===== config.mk =====
export PLATFORM = sky130hd
export DESIGN_NAME = fll_speed_detector
export DESIGN_NICKNAME = d
export VERILOG_FILES = /design/src/rtl/fll_speed_detector.sv
export SDC_FILE = /design/constraint.sdc
export NUM_CORES = 1
export LEC_CHECK = 0
export BUFFER_PORTS_ARGS = -buffer_cell sky130_fd_sc_hd__buf_2
export CAP_MARGIN = 20
export CELL_PAD_IN_SITES_DETAIL_PLACEMENT = 0
export CELL_PAD_IN_SITES_GLOBAL_PLACEMENT = 1
export CORE_ASPECT_RATIO = 0.8
export CORE_MARGIN = 2
export CORE_UTILIZATION = 37
export CTS_BUF_LIST = sky130_fd_sc_hd__clkbuf_8
export CTS_CLUSTER_SIZE = 28
export DETAILED_ROUTE_END_ITERATION = 7
export PLACE_DENSITY = 0.72
export REMOVE_ABC_BUFFERS = 1
export SETUP_SLACK_MARGIN = 0.1
export SYNTH_ARGS = -nofsm -noshare
export SYNTH_HDL_FRONTEND = slang
export SYNTH_SLANG_ARGS = --single-unit

===== constraint.sdc =====
create_clock -name clk -period 2.45 [get_ports clk]
set_input_delay 0.3675 -clock clk [delete_from_list [all_inputs] [get_ports clk]]
set_output_delay 0.3675 -clock clk [all_outputs]
set_load 0.005 [all_outputs]

===== src/rtl/fll_speed_detector.sv =====
module fll_speed_detector #(
  parameter int SPEED_W = 14,
  parameter int DIV_W   = 6
) (
  input  logic               clk,
  input  logic               rst_n,
  input  logic               fcom,
  input  logic               sector_in,
  input  logic               sector_mode,
  input  logic [1:0]         pole_sel,
  input  logic [SPEED_W-1:0] speed_word_n,
  output logic               tach,
  output logic               ref_pulse,
  output logic               err_fast,
  output logic               err_slow,
  output logic               yank,
  output logic               sync
);

  logic [2:0]         fcom_s;
  logic [1:0]         sec_s;
  logic [DIV_W-1:0]   div_cnt, div_last;
  logic               once_r, tach_r, ref_r, yank_r;
  logic [SPEED_W-1:0] ref_cnt;

  wire                fcom_edge = fcom_s[1] ^ fcom_s[2];
  wire [SPEED_W-1:0]  ref_len   = ~speed_word_n;
  wire                tach_src  = sector_mode ? sec_s[1] : once_r;
  wire                tach_rise = tach_src & ~tach_r;

  always_comb begin
    case (pole_sel)
      2'b00:   div_last = DIV_W'(23);
      2'b01:   div_last = DIV_W'(11);
      2'b10:   div_last = DIV_W'(47);
      default: div_last = DIV_W'(35);
    endcase
  end

  always_ff @(posedge clk or negedge rst_n) begin
    if (!rst_n) begin
      fcom_s <= '0;
      sec_s  <= '0;
    end else begin
      fcom_s <= {fcom_s[1:0], fcom};
      sec_s  <= {sec_s[0], sector_in};
    end
  end

  always_ff @(posedge clk or negedge rst_n) begin
    if (!rst_n) begin
      div_cnt <= '0;
      once_r  <= 1'b0;
    end else if (fcom_edge) begin
      if (div_cnt >= div_last) begin
        div_cnt <= '0;
        once_r  <= ~once_r;
      end else begin
        div_cnt <= div_cnt + 1'b1;
      end
    end
  end

  always_ff @(posedge clk or negedge rst_n) begin
    if (!rst_n) begin
      tach_r  <= 1'b0;
      ref_r   <= 1'b0;
      ref_cnt <= '0;
      yank_r  <= 1'b1;
    end else begin
      tach_r <= tach_src;
      if (tach_rise && ref_len != '0) begin
        ref_r   <= 1'b1;
        ref_cnt <= ref_len - 1'b1;
      end else if (tach_rise) begin
        ref_r <= 1'b0;
      end else if (ref_r) begin
        if (ref_cnt == '0) ref_r <= 1'b0;
        else               ref_cnt <= ref_cnt - 1'b1;
      end
      if (err_fast) yank_r <= 1'b0;
    end
  end

  assign tach      = tach_r;
  assign ref_pulse = ref_r;
  assign err_fast  = ref_r & ~tach_r;
  assign err_slow  = tach_r & ~ref_r;
  assign yank      = yank_r;
  assign sync      = tach_r | ref_r;

  AST_REF_NEEDS_TACH: assert property (@(posedge clk) disable iff (!rst_n)
    $rose(ref_r) |-> $rose(tach_r));
  AST_DIV_IN_RANGE: assert property (@(posedge clk) disable iff (!rst_n)
    div_cnt <= 6'd47);
  AST_YANK_STAYS_LOW: assert property (@(posedge clk) disable iff (!rst_n)
    !yank_r |=> !yank_r);
  AST_YANK_CLEARS: assert property (@(posedge clk) disable iff (!rst_n)
    err_fast |=> !yank_r);
  AST_SECTOR_FOLLOW: assert property (@(posedge clk) disable iff (!rst_n)
    (sector_mode && $stable(sector_mode)) |=> (tach_r == $past(sec_s[1])));

endmodule


* Word level (Yosys, flattened, before mapping)
Cells that the tools add are included.
Storage, ports and cells: register bits 29, output and inout port bits 6, input bits 21, logic and storage cells 43
Operators by class: magnitude comparators 1, reductions and logical operators 7, add/subtract/negate cells 3, muxes and demuxes 11, equality and inequality tests 4, bitwise logic cells 9
Operators by type and width (number):
- $mux W14 | 4
- $sub A14 B1 Y14 const B | 2
- $pmux W6 S3 | 1
- $logic_not A14 Y1 | 1
- $not A14 Y14 | 1
- $reduce_bool A14 Y1 | 1
- $add A6 B1 Y6 const B | 1
- $ge A6 B6 Y1 | 1
- $mux W6 | 1
- $mux W1 | 5
- $and A1 B1 Y1 | 3
- $not A1 Y1 | 3
- $reduce_and A3 Y1 | 1
- $eq A2 B1 Y1 const B | 1
- $eq A2 B2 Y1 const B | 1
- $logic_not A2 Y1 | 1
- $ne A2 B1 Y1 const B | 1
- $ne A2 B2 Y1 const B | 1
- $reduce_and A2 Y1 | 1
- $reduce_bool A2 Y1 | 1
- $logic_and A1 B1 Y1 | 1
- $or A1 B1 Y1 | 1
- $xor A1 B1 Y1 | 1

* Depth between registers and ports, before layout
Gate-level depths: netlist of run 1.
depth after elaboration 5, gate-level depth with buffers 11, gate-level depth less buffers 11

* Worst setup path after synthesis of run 1
Ideal clock, no wire load.
path type input to register, start input port speed_word_n[12], end register ref_cnt[6], required time 2.346 ns, arrival time 2.593 ns, path buffers 1, setup slack -0.246 ns, stages on the path 11, library setup time 0.104 ns, cells stage by stage nand3_1 or4_1 nand2_1 buf_2 a21oi_1 ha_1 and2_2 a31oi_2 nor2_1 a211o_1 o311ai_1
Between the ends: word-level cells in the longest chain between the ends 5, elaborated cells between the ends (all ways) 8, classes of those cells eq/ne: 2; mux: 1; bitwise: 1; reduce/logical: 4
Ends and longest elaborated chain:
- start: declaration | RTL line 11 | input logic [SPEED_W-1:0] speed_word_n,
- $not A14 Y14 * | RTL line 27 | wire [SPEED_W-1:0] ref_len = ~speed_word_n;
- $reduce_bool A14 Y1 * | RTL line 72 | if (tach_rise && ref_len != '0) begin
- $logic_and A1 B1 Y1 * | RTL line 72
- $ne A2 B2 Y1 (no line), or another cell as far along
- $reduce_and A3 Y1 (no line)
- end signal: assignment | RTL line 74 | ref_cnt <= ref_len - 1'b1;
- end signal: assignment | RTL line 79 | else ref_cnt <= ref_cnt - 1'b1;
- end: declaration | RTL line 24 | logic [SPEED_W-1:0] ref_cnt;
Every way passes the cells marked *; elsewhere a longest branch is shown, timed or not. A chain may end at the register's enable or synchronous reset.

* Worst setup path in the final report of run 1
start input port speed_word_n[9], end register ref_cnt[6]
Same word-level chain as after synthesis.

==> results of run 1 <==
[synthesized netlist by cell type, types with 7 or more instances]
master | n | area [um2]
nand2_1 | 15 | 56.30
a21oi_1 | 10 | 50.05
nand3_1 | 9 | 45.04
nor2_1 | 14 | 52.55
xor2_1 | 8 | 70.07
nor3_1 | 7 | 35.03
ha_1 | 9 | 112.6
inv_1 | 8 | 30.03
xnor2_1 | 7 | 61.31
dfrtp_1 | 28 | 700.7
[what timing repair did]
item | 4_1_cts | 5_1_grt
endpoints found under the hold margin | 0 | 0
resized for setup | 12 | 15
pin swaps | 9 | 11
setup buffers | 5 | 2
hold buffers | 0 | 0
setup endpoints to repair | 5 | 5
[sequential cells by signal (all words and copies together), names as in the netlist]
name,cells
once_r,1
ref_pulse,1
div_cnt,6
sec_s,2
tach,1
fcom_s,3
yank,1
ref_cnt,14
[placed cells by master (no fill, tap or decap), types with 3 or more instances in the layout]
cell,n
buf_4,40
dfrtp_1,28
buf_2,18
nand2_1,14
nor2_1,13
buf_6,9
inv_1,8
nand3_1,8
a21oi_1,8
xor2_1,8
ha_1,8
nor3_1,7
xnor2_1,7
a21o_1,6
o21ai_0,6
or4_1,5
clkbuf_8,5
nand4_1,4
o211ai_1,4
mux2i_1,4
nand3_2,3
or4_4,3
a21oi_2,3
[through the flow]
step                setup slack [ns]  TNS [ns]  total power [W]
floorplan                    -0.4001    -1.359         0.001604
CTS                           0.1002         0         0.002671
finish                        0.1388         0         0.002769
global placement             -0.3569    -1.316         0.002055
global route                 0.08551         0         0.002967
detailed placement           -0.4151    -1.547         0.002056
[cells by family after synthesis]
logic type / count (synthesis) / share of synthesized area
DFF: 29 / 0.3622
buffers and inverters: 13 / 0.02743
AOI/OAI and AO/OA: 50 / 0.1839
adders and majority gates: 9 / 0.05611
and+or+nand+nor: 85 / 0.2606
xor gates and xnor gates: 15 / 0.06546
muxes: 7 / 0.04426
[final timing paths]
check | slack (ns) | to | cells past startpoint
setup / recovery | 0.14 | ref_cnt[6] | 13
hold reg to reg | 0.35 | sec_s[1] | 0
hold / removal | 0.12 | ref_cnt[0] | 1
max in group asynchronous | 1.89 | div_cnt[5] | 1
setup reg to reg | 0.21 | ref_cnt[13] | 5
min in group clk | 0.18 | sec_s[0] | 1
[final cells by class]
cell class | count | area (um2)
fill | 457 | 2364
multi-input combinational | 166 | 1314
sequential | 29 | 726.9
timing repair buffer | 67 | 491.7
tap | 62 | 77.57
clock buffer | 5 | 68.82
clock inverter | 3 | 46.29
inverter | 9 | 33.78
[layer usage]
metal	routed length, um	up-vias
met5	0	-
met4	122	0
met3	403	11
li1	-	917
met2	2274	59
met1	2643	879
[worst reg2reg max path, cell delays in order (launching register included)]
cell      delay (ns)
dfrtp_1         0.41
nor3_1          0.44
nor3b_2         0.39
or4b_1          0.53
o311ai_1        0.26
nand2_1         0.08
[power breakdown]
group,total (W),switching [W],internal (W)
Sequential,0.000886,0.000222,0.000664
Clock,0.000509,0.000205,0.000304
Combinational,0.00137,0.000716,0.000658
Total,0.00277,0.00114,0.00163
==> results.toml, run 1 <==
[worst_setup_path]
critical_path.cell_chain = "buf_6, nand4_1, or4_4, nand2_4, buf_6, a21oi_4, ha_4, and2_4, a31oi_4, buf_6, nor2_1, a211o_1, o311ai_1"
critical_path_arrival_ns = 2.50
startpoint_type = "input pin"
path_common_cell = "buf_6"
crit_required_ns = 2.64
critPathSlowestCell = "or4_4"
critical_path.max_fanout = 4
cp-end-kind = "flip-flop"
max_stage_delay_ns = 0.54
cpLargestDelayFamily = "simple AND/OR/NAND/NOR gates"
cp.buffers_inverters = 3
critPathLaunch = "speed_word_n[9]"
rr_startpoint = "ref_cnt[2]"
crit_type = "input pin to flip-flop"

[drt]
vias_per_cell = 5.472
vias = 1866
drt-total-wl_um = 5444
wl_per_cell_um = 15.96
drt-initial-drc-count = 212
drt_drc_violations_left = 0
postRouteAntennaNets = 0
firstDrtPassIters = 4

[die]
die_w_um = 86.34
io_pins = 27
start_util = 0.3918
die_area_um2 = 6033
rows = 23
coreArea_um2 = 5122
fp.dieH_um = 69.88

[timing]
tightest_slew_ns = 0.6847
whs_ns = 0.1205
finalClockSkew_ns = 0.008558
grt_setup_unrepaired = "no"
fin_crit_sh = 0.9433
period_needed_ns = 2.311
maxSlewViolCount = 0
fmax_ghz = 0.4327
slew_headroom = 0.5435
finalSetupViolCount = 0
hold_violations = 0

[clock_tree]
root_buffer = "clkbuf_8"
path_clk_slew_ns = 0.07
cts_num_sinks = 29
clk_path_buf_depth = 2
insertion_delay_ns = 0.29
cts_buffers = 5
cts_tree = "built"
htree_levels = 2

[finish]
final_cell_count_no_fill = 341
syn_to_final_growth_pct = 37.47
drive_above_1_share = 0.3871
final_net_count = 308
post-route-util = 0.5386
diodes = 0
post-route-cell-area_um2 = 2759

[placed_design]
place_congestion = 0.8456
port_buffers = 26
post-place-cells = 326
place_area_um2 = 2449
place_hpwl_um = 3960

[grt]
gr-total-overflow = 0
grt_start_max_net_pins = 30
use_met1 = 0.2878
grt_pass1_vias = 1845
grt_pass1_wl_um = 9032
met2_usage = 0.2726
antenna_found_initial = 0
grt_usage = 0.1936
grt.met3_usage = 0.04255
top_usage_layer = "met1"

[synth]
yosysSeqAreaShare = 0.3622
yosysWarnings = 0
syn_inst = 208
synth_ff_type = "dfrtp_1"
syn_area_um2 = 2007
async_flop_share = 1.000
synth_edf_count = 0
ys_seq_elements = 29
syn_avg_cell_area_um2 = 9.649
netlist-cell-type-count = 60

[pwr]
power_per_cell_area_nw_per_um2 = 1004
p_leak_nw = 1.204
ir_drop_uv = 492.7

[worst_hold_path]
min_path_type = "input pin to async pin"

[run]
cap_violations = 0

[run_status]
outcome = "finished clean"
Power figures use the tool's default switching activity.
==> run 2, diff against run 1 <==
ABC_AREA = 1   (was not set)
PLACE_DENSITY = 0.75   (was 0.72)
==> results.toml, run 2 <==
[die]
fp.dieH_um = 70.39
io_pins = 27
coreArea_um2 = 5375
start_util = 0.3792
rows = 24
die_area_um2 = 6122
die_w_um = 86.98

[timing]
grt_setup_unrepaired = "no"
tightest_slew_ns = 0.6683
slew_headroom = 0.5544
hold_violations = 0
maxSlewViolCount = 0
period_needed_ns = 2.040
finalSetupViolCount = 0
finalClockSkew_ns = 0.007135
final.setup.worst_slack_ns = 0.4102
tns_ns = 0
fin_crit_sh = 0.8326
fmax_ghz = 0.4902

[pwr]
ir_drop_uv = 320.7
power_per_cell_area_nw_per_um2 = 1101
p_leak_nw = 1.243

[synth]
async_flop_share = 1.000
yosysSeqAreaShare = 0.3567
synth_ff_type = "dfrtp_1"
yosysWarnings = 0
syn_area_um2 = 2038
synth.area.top_cells = "dfrtp_1 (34%), nand2_1 (14%), inv_1 (7.9%)"
synth_edf_count = 0
syn_avg_cell_area_um2 = 7.412
ys_seq_elements = 29
synth_commonest_cells = "nand2_1 (78), inv_1 (43), dfrtp_1 (28)"
syn_inst = 275
netlist-cell-type-count = 32
synth_most_common_cell = "nand2_1"
yosysTopAreaCellShare = 0.3438
synth_top_cell_by_area = "dfrtp_1"

[grt]
grt_pass1_vias = 1687
grt_start_max_net_pins = 30
gr-total-overflow = 0
grt_pass1_wl_um = 7962
grt_usage = 0.1658
antenna_found_initial = 0

[drt]
wl_per_cell_um = 12.21
vias_per_cell = 4.689
vias = 1749
firstDrtPassIters = 4
drt-total-wl_um = 4553
drt-initial-drc-count = 89
drt_drc_violations_left = 0
postRouteAntennaNets = 0

[run_status]
outcome = "finished clean"

[worst_setup_path]
startpoint_type = "flip-flop"
cp-end-kind = "flip-flop"
critical_path.cell_chain = "nand2_2, a21oi_4, o21ai_4, nand2_1, nand2_1, ha_1, inv_1, nor2_2, nand2_1, nor2_1, o21ai_1, nand2_1"
crit_required_ns = 2.62
critPathSlowestCell = "dfrtp_1"
critical_path_arrival_ns = 2.21
crit_type = "flip-flop to flip-flop"
critPathLaunch = "once_r"
rr_startpoint = "once_r"
max_stage_delay_ns = 0.38
critical_path.max_fanout = 10
path_common_cell = "nand2_1"

[finish]
diodes = 0
largest_registers = "ref_cnt x14, div_cnt x6, fcom_s x3"
syn_to_final_growth_pct = 13.63
final_cell_mix = "nand2_1 (78), inv_1 (43), dfrtp_1 (28), buf_2 (26), nand3_1 (20)"
final_net_count = 337
largest_reg_flops = 14
largest-register = "ref_cnt"
final-seq-area_um2 = 726.9
num-fill-cells = 575
drive_above_1_share = 0.2240
multi_input_area_um2 = 1100
final_common_cell = "nand2_1"

[clock_tree]
cts_buffers = 5
postCtsHoldBufs = 0
cts_setup_buffers = 0
path_clk_slew_ns = 0.07
clk_path_buf_depth = 2
cts_tree = "built"
cts_resized = 0
root_buffer = "clkbuf_8"
htree_levels = 2
cts_num_sinks = 29
insertion_delay_ns = 0.28

[placed_design]
post-place-ws_ns = 0.1716
place_hpwl_um = 3585
place_congestion = 0.8550
port_buffers = 26

[worst_hold_path]
min_path_type = "input pin to async pin"

[run]
cap_violations = 0
run 2: cell count changes after synthesis, sizes merged, moves of 6 or more:
cell and delta:
nand2 +81, inv +34, nand3 +10, nor2 +9
or4 -8, a21o -7, a21oi -6
run 2: stage by stage:
| stage | area [um2] | instances | utilization | hold slack [ns] | total power, W |
|---|---|---|---|---|---|
| floorplan | 1988 | 270 | - | 0.07191 | 0.001799 |
| global placement | 2230 | 365 | 0.4148 | 0.3359 | 0.002178 |
| detailed placement | 2230 | 365 | 0.4148 | 0.3405 | 0.002167 |
| CTS | 2316 | 373 | 0.4309 | 0.1344 | 0.002573 |
| global route | 2316 | 373 | 0.4309 | 0.1642 | 0.002835 |
| finish | 2316 | 373 | 0.4309 | 0.1143 | 0.002550 |
run 2: area by class of cell:
cell class / instances / area share
timing repair buffer: 30 / 0.06915
multi-input combinational: 198 / 0.4749
tap: 65 / 0.03512
clock buffer: 5 / 0.02971
sequential: 29 / 0.3139
inverter: 43 / 0.06969
clock inverter: 3 / 0.007563
run 2: worst max-delay path, delay by kind of cell (launching register included):
family	cells	cell delay, ns
adders and majority gates	1	0.24
and+or+nand+nor	7	0.59
DFF	1	0.38
AOI/OAI and AO/OA	3	0.64
buffers and inverters	1	0.09
run 2: kinds of logic after synthesis:
kind of cell               after synthesis  share of synthesized area
DFF                                     29                     0.3567
and+or+nand+nor                        161                     0.3898
AOI/OAI and AO/OA                       22                    0.06876
buffers and inverters                   48                     0.1037
xor gates and xnor gates                 6                    0.02578
adders and majority gates                9                    0.05525
run 2: report_power, final:
part | total [W] | switching [W] | internal (W)
registers | 0.000788 | 0.000117 | 0.000671
clock network | 0.000390 | 0.000194 | 0.000196
logic | 0.00137 | 0.000885 | 0.000487
run 2: per-layer routing:
metal / vias up / GRT usage / wire [um]
li1: 925 / - / -
met1: 756 / 0.2531 / 2435
met2: 58 / 0.2256 / 1747
met3: 10 / 0.03901 / 278
met4: 0 / 0.05556 / 91
met5: - / 0 / 0
run 2: path summary, 6_finish.rpt:
check                           depth (start not counted)  slack (ns)          to
worst min-delay path                                    1        0.11    sec_s[1]
worst min register to register                          0        0.36   fcom_s[1]
min in group clk                                        1        0.19   fcom_s[0]
worst max-delay path                                   12        0.41  ref_cnt[6]
max in group asynchronous                               1        1.90  ref_cnt[2]
worst max register to register                         12        0.41  ref_cnt[6]
